===== src/rtl/pwm_cap_pkg.sv =====
package pwm_cap_pkg;
  typedef struct packed {
    logic start;   // first high cycle of an armed pulse
    logic count;   // further high cycle of an armed pulse
    logic finish;  // falling edge of an armed pulse
    logic clear;   // abandon counters
    logic wipe;    // clear latched result
  } capStrobe_t;
endpackage


===== src/rtl/pwm_cap_ctrl.sv =====
module pwm_cap_ctrl
  import pwm_cap_pkg::*;
#(
  parameter int SYNC_W = 2,
  parameter int TICK_W = 12
) (
  input  logic              clk,
  input  logic              rstN,
  input  logic              pwmIn,
  input  logic [TICK_W-1:0] uiTicks,
  input  logic              softRst,
  output capStrobe_t        strobe
);
  logic [SYNC_W-1:0] syncQ;
  logic [1:0]        hist;
  logic              sample, filt, filtPrev, armed;
  logic [TICK_W-1:0] ticksPrev;
  logic              enable, changed, abandon, rise, fall;

  assign sample = syncQ[SYNC_W-1];

  always_ff @(posedge clk or negedge rstN) begin
    if (!rstN) begin
      syncQ    <= '0;
      hist     <= '0;
      filt     <= 1'b0;
      filtPrev <= 1'b0;
    end else begin
      syncQ    <= {syncQ[SYNC_W-2:0], pwmIn};
      hist     <= {hist[0], sample};
      filt     <= (sample & hist[0]) | (sample & hist[1]) | (hist[0] & hist[1]);
      filtPrev <= filt;
    end
  end

  assign enable  = (uiTicks != '0);
  assign changed = (uiTicks != ticksPrev);
  assign abandon = softRst | changed;
  assign rise    = filt & ~filtPrev;
  assign fall    = ~filt & filtPrev;

  always_comb begin
    strobe.start  = rise & enable & ~abandon;
    strobe.count  = armed & filt & ~abandon;
    strobe.finish = fall & armed & ~abandon;
    strobe.clear  = abandon;
    strobe.wipe   = softRst;
  end

  always_ff @(posedge clk or negedge rstN) begin
    if (!rstN) begin
      armed     <= 1'b0;
      ticksPrev <= '0;
    end else begin
      ticksPrev <= uiTicks;
      if (abandon)           armed <= 1'b0;
      else if (strobe.start) armed <= 1'b1;
      else if (fall)         armed <= 1'b0;
    end
  end

  // a new pulse can only start once the previous one has ended
  p_start_when_idle_r11: assert property (@(posedge clk) disable iff (!rstN)
    strobe.start |-> !armed);
endmodule


===== src/rtl/pwm_cap_dp.sv =====
module pwm_cap_dp
  import pwm_cap_pkg::*;
#(
  parameter int TICK_W  = 12,
  parameter int WIDTH_W = 12
) (
  input  logic               clk,
  input  logic               rstN,
  input  logic [TICK_W-1:0]  uiTicks,
  input  capStrobe_t         strobe,
  output logic [WIDTH_W-1:0] widthUi,
  output logic               done
);
  localparam logic [WIDTH_W-1:0] UI_MAX = '1;
  localparam int DBL_W = TICK_W + 2;

  logic [TICK_W-1:0]  tickCnt, baseTick, nextTick;
  logic [WIDTH_W-1:0] uiCnt, baseUi, nextUi, rounded;
  logic [DBL_W-1:0]   dblTick, uiLen;
  logic               wrap, halfUp;

  always_comb begin
    baseTick = strobe.start ? '0 : tickCnt;
    baseUi   = strobe.start ? '0 : uiCnt;
    wrap     = (baseTick == uiTicks);
    nextTick = wrap ? '0 : baseTick + 1'b1;
    nextUi   = (wrap && baseUi != UI_MAX) ? baseUi + 1'b1 : baseUi;
    dblTick  = {1'b0, tickCnt, 1'b0};
    uiLen    = {2'b00, uiTicks} + 1'b1;
    halfUp   = (dblTick >= uiLen);
    rounded  = (halfUp && uiCnt != UI_MAX) ? uiCnt + 1'b1 : uiCnt;
  end

  always_ff @(posedge clk or negedge rstN) begin
    if (!rstN) begin
      tickCnt <= '0;
      uiCnt   <= '0;
      widthUi <= '0;
      done    <= 1'b0;
    end else begin
      done <= 1'b0;
      if (strobe.wipe) widthUi <= '0;
      if (strobe.clear) begin
        tickCnt <= '0;
        uiCnt   <= '0;
      end else if (strobe.start || strobe.count) begin
        tickCnt <= nextTick;
        uiCnt   <= nextUi;
      end
      if (strobe.finish) begin
        widthUi <= rounded;
        done    <= 1'b1;
      end
    end
  end

  // no completion follows a cycle with capture disabled
  p_disabled_no_done_r2: assert property (@(posedge clk) disable iff (!rstN)
    (uiTicks == '0) |=> !done);
  // completion is a single-cycle pulse
  p_done_single_r6: assert property (@(posedge clk) disable iff (!rstN)
    done |=> !done);
  // result holds between completions and soft resets
  p_width_hold_r6: assert property (@(posedge clk) disable iff (!rstN)
    (!done && !$past(strobe.wipe)) |-> $stable(widthUi));
  // unit counter never wraps past its maximum
  p_ui_saturate_r7: assert property (@(posedge clk) disable iff (!rstN)
    (uiCnt == UI_MAX && strobe.count && !strobe.clear) |=> (uiCnt == UI_MAX));
endmodule


===== src/rtl/pwm_width_capture.sv =====
module pwm_width_capture
  import pwm_cap_pkg::*;
#(
  parameter int SYNC_W  = 2,
  parameter int TICK_W  = 12,
  parameter int WIDTH_W = 12
) (
  input  logic               clk,
  input  logic               rstN,
  input  logic               pwmIn,
  input  logic [TICK_W-1:0]  uiTicks,
  input  logic               softRst,
  output logic [WIDTH_W-1:0] widthUi,
  output logic               done
);
  capStrobe_t strobe;

  pwm_cap_ctrl #(.SYNC_W(SYNC_W), .TICK_W(TICK_W)) uCtrl (
    .clk(clk), .rstN(rstN), .pwmIn(pwmIn), .uiTicks(uiTicks),
    .softRst(softRst), .strobe(strobe)
  );

  pwm_cap_dp #(.TICK_W(TICK_W), .WIDTH_W(WIDTH_W)) uDp (
    .clk(clk), .rstN(rstN), .uiTicks(uiTicks), .strobe(strobe),
    .widthUi(widthUi), .done(done)
  );
endmodule


===== config.mk =====
export PLATFORM = sky130hd
export DESIGN_NAME = pwm_width_capture
export DESIGN_NICKNAME = d
export VERILOG_FILES = /design/src/rtl/pwm_cap_pkg.sv /design/src/rtl/pwm_cap_ctrl.sv /design/src/rtl/pwm_cap_dp.sv /design/src/rtl/pwm_width_capture.sv
export SDC_FILE = /design/constraint.sdc
export NUM_CORES = 1
export LEC_CHECK = 0
export ABC_CLOCK_PERIOD_IN_PS = 7350
export BUFFER_PORTS_ARGS = -buffer_cell sky130_fd_sc_hd__buf_2
export CELL_PAD_IN_SITES_DETAIL_PLACEMENT = 0
export CELL_PAD_IN_SITES_GLOBAL_PLACEMENT = 1
export CORE_ASPECT_RATIO = 1.75
export CORE_MARGIN = 2
export CORE_UTILIZATION = 40
export DETAILED_ROUTE_END_ITERATION = 10
export PLACE_DENSITY = 0.73
export SLEW_MARGIN = 20
export SYNTH_ARGS = -nofsm -noshare
export SYNTH_HDL_FRONTEND = slang
export SYNTH_HIERARCHICAL = 1
export SYNTH_SLANG_ARGS = --single-unit
export TNS_END_PERCENT = 100

===== constraint.sdc =====
create_clock -name clk -period 7.35 [get_ports clk]
set_clock_uncertainty 0.05 [all_clocks]
set_input_delay 1.8375 -clock clk [delete_from_list [all_inputs] [get_ports clk]]
set_output_delay 1.8375 -clock clk [all_outputs]
set_load 0.03 [all_outputs]

==> results.json <==
{
  "syn_avg_cell_area_sq_um": 9.26,
  "crit_arrival_ns": 5.42,
  "cts_made_buffers": 5,
  "synth_cell_type_count": 63,
  "netlist_instances": 408,
  "synth_top_area_frac": 0.371,
  "critical_path.max_fanout": 34,
  "fmax_mhz": 189,
  "antenna_found_initial": 0,
  "grt_use_met3": 0.0225,
  "synthFlopType": "dfrtp_1",
  "hp-start": "uCtrl/syncQ[0]$_DFF_PN0_",
  "instances_no_fill": 550,
  "synthTopCellsByArea": "dfrtp_1 37%, xor2_1 6.3%, ha_1 5.3%, nand2_1 4.2%, nand3_1 3.0%",
  "clk_path_buf_depth": 2,
  "yosys_warnings": 6,
  "syn_to_final_growth_pct": 10.1,
  "cts_tree": "yes",
  "setup_violations": 0,
  "fin_util": 0.454,
  "yosys.area.top_type": "dfrtp_1",
  "place_congestion": 0.894,
  "fin_crit_ns": 5.29,
  "grt_usage": 0.201,
  "syn_area_sq_mm": 0.00378,
  "fin_crit_sh": 0.719,
  "die_area_sq_mm": 0.0103,
  "max_cap_viol_count": 0,
  "r2r_cells": 12,
  "drive_gt1_frac": 0.144,
  "grt_pass1_vias": 3296,
  "path_class": "in -> reg",
  "initialDrtViolationCount": 199,
  "use_met2": 0.387,
  "synth_seq_area_share": 0.371,
  "regArea_sq_mm": 0.00140,
  "fp-row-count": 46,
  "drv_slew": 0,
  "fillerInstances": 893,
  "status": "complete, no violations",
  "min_path_cells": 0,
  "placed_area_sq_mm": 0.00401,
  "ys_seq_elements": 56,
  "wire_per_inst_um": 18.0,
  "cts_resized": 0,
  "clkTransAtPathRegs_ns": 0.07,
  "r2r-start": "uCtrl/ticksPrev[5]$_DFF_PN0_",
  "viasPerCell": 5.83,
  "rsz0062_at_grt": "false",
  "drc_errors": 0,
  "hpwl_um": 7500,
  "multi_input_area_sq_mm": 0.00223,
  "core_area_sq_mm": 0.00915,
  "drtAntennaViolNets": 0,
  "synth-edff-count": 0,
  "chipWidth_um": 77.4,
  "place_inst": 542,
  "grt_pass1_wl_um": 16400,
  "ctsHoldBuffers": 0,
  "overflow": 0,
  "ios": 29,
  "gr-max-usage-layer": "met2",
  "final_nets": 461,
  "relSlewSlack": 0.458,
  "use_met1": 0.211,
  "final_area_sq_mm": 0.00416,
  "htree_levels": 2,
  "ir_worst_vdd_mv": 0.0923,
  "clock-sinks": 56,
  "initial_core_util": 0.413,
  "post_cts_buffers": 0,
  "first_pass_iters": 4,
  "worstMarginPinSlew_ns": 0.810,
  "insertedDiodeCount": 0,
  "grt_max_degree": 57,
  "async_reset_ff_frac": 1.00,
  "clkLatencyLatePin_ns": 0.29,
  "crit_start": "uiTicks[5]",
  "netlist_top_cells_count": "56 x dfrtp_1, 42 x nand2_1, 27 x xor2_1, 25 x nor2_1, 23 x nand3_1",
  "synth_most_common_cell": "dfrtp_1",
  "root_buffer": "clkbuf_16",
  "routed_wl_um": 9910,
  "synth_nets": 440,
  "crit_required_ns": 7.48,
  "leakagePower_nw": 1.74,
  "hp-class": "reg -> reg",
  "die_height_um": 133,
  "cp-end-kind": "flip-flop",
  "pwr_density_cell_mw_per_mm2": 144,
  "io_buffers": 28,
  "cp-start-kind": "primary input",
  "hold_viol": 0,
  "p_total_mw": 0.600,
  "tns_ns": 0,
  "vias": 3209
}
cells in the final DEF (no fill, tap or decap), drive strengths merged, types with 13 or more instances in the layout:
cell type / synthesis / layout
nand2: 42 / 42
a21oi: 16 / 16
buf: 11 / 33
inv: 13 / 13
nor3: 14 / 14
nand3: 23 / 23
ha: 16 / 16
nor2: 26 / 26
dfrtp: 56 / 56
xor2: 27 / 27
kinds of logic (layout without fill, tap and decap cells):
logic type                 Yosys count  count (layout)  synth area share
xor gates and xnor gates            39              39            0.0905
and+or+nand+nor                    177             177             0.264
DFF                                 56              56             0.371
muxes                                4               4            0.0109
buffers and inverters               33              55            0.0408
AOI/OAI and AO/OA                   82              82             0.167
adders and majority gates           17              17            0.0557
metrics by stage:
| stage | setup WS, ns | hold slack [ns] |
|---|---|---|
| after CTS | 2.05 | 0.319 |
| after detailed placement | 1.74 | 0.302 |
| final | 2.06 | 0.312 |
| after global placement | 1.87 | 0.285 |
| after global routing | 1.73 | 0.325 |
| after floorplan | 2.53 | 0.281 |
worst paths after layout:
kind / endpoint / slack, ns
setup reg to reg: uDp/uiCnt[10]$_DFFE_PN0P_ / 3.43
max in group asynchronous: uDp/tickCnt[3]$_DFFE_PN0P_ / 5.14
min in group asynchronous: uCtrl/hist[1]$_DFF_PN0_ / 1.64
setup / recovery: uDp/uiCnt[10]$_DFFE_PN0P_ / 2.06
hold / removal: uCtrl/syncQ[1]$_DFF_PN0_ / 0.31
hold reg to reg: uCtrl/syncQ[1]$_DFF_PN0_ / 0.31
final cells by class:
class                      count  area share
multi-input combinational    319       0.536
tap                          120      0.0361
sequential                    56       0.337
timing repair buffer          33      0.0427
clock inverter                 3     0.00572
inverter                      14      0.0126
clock buffer                   5      0.0301
worst max-delay path: stages:
cell	delay, ns
buf_2	0.15
xor2_1	0.17
nor4_1	0.31
nand4_1	0.13
buf_4	0.22
nor2_2	0.11
buf_4	0.32
inv_1	0.27
a211oi_1	0.40
o32ai_4	0.21
nor3_2	0.63
and4_1	0.31
mux2_2	0.33
report_power, final:
group / total, mW / switching [mW] / internal [mW]
Clock: 0.241 / 0.114 / 0.127
Sequential: 0.316 / 0.00269 / 0.313
Combinational: 0.0436 / 0.0294 / 0.0142
flip-flops by register name, indices dropped and copies added, names as in the netlist, 2 cells and up:
name and flops:
uDp/tickCnt 12, uCtrl/syncQ 2, uCtrl/ticksPrev 12, uDp/uiCnt 12, uCtrl/hist 2, uDp/widthUi 12
layer usage:
layer | share of wire | wire length [um]
met2 | 0.55 | 5430
met3 | 0.022 | 214
met5 | 0 | 0
met1 | 0.40 | 3950
met4 | 0.033 | 324
Note: power is estimated with default switching activity, not from simulation.
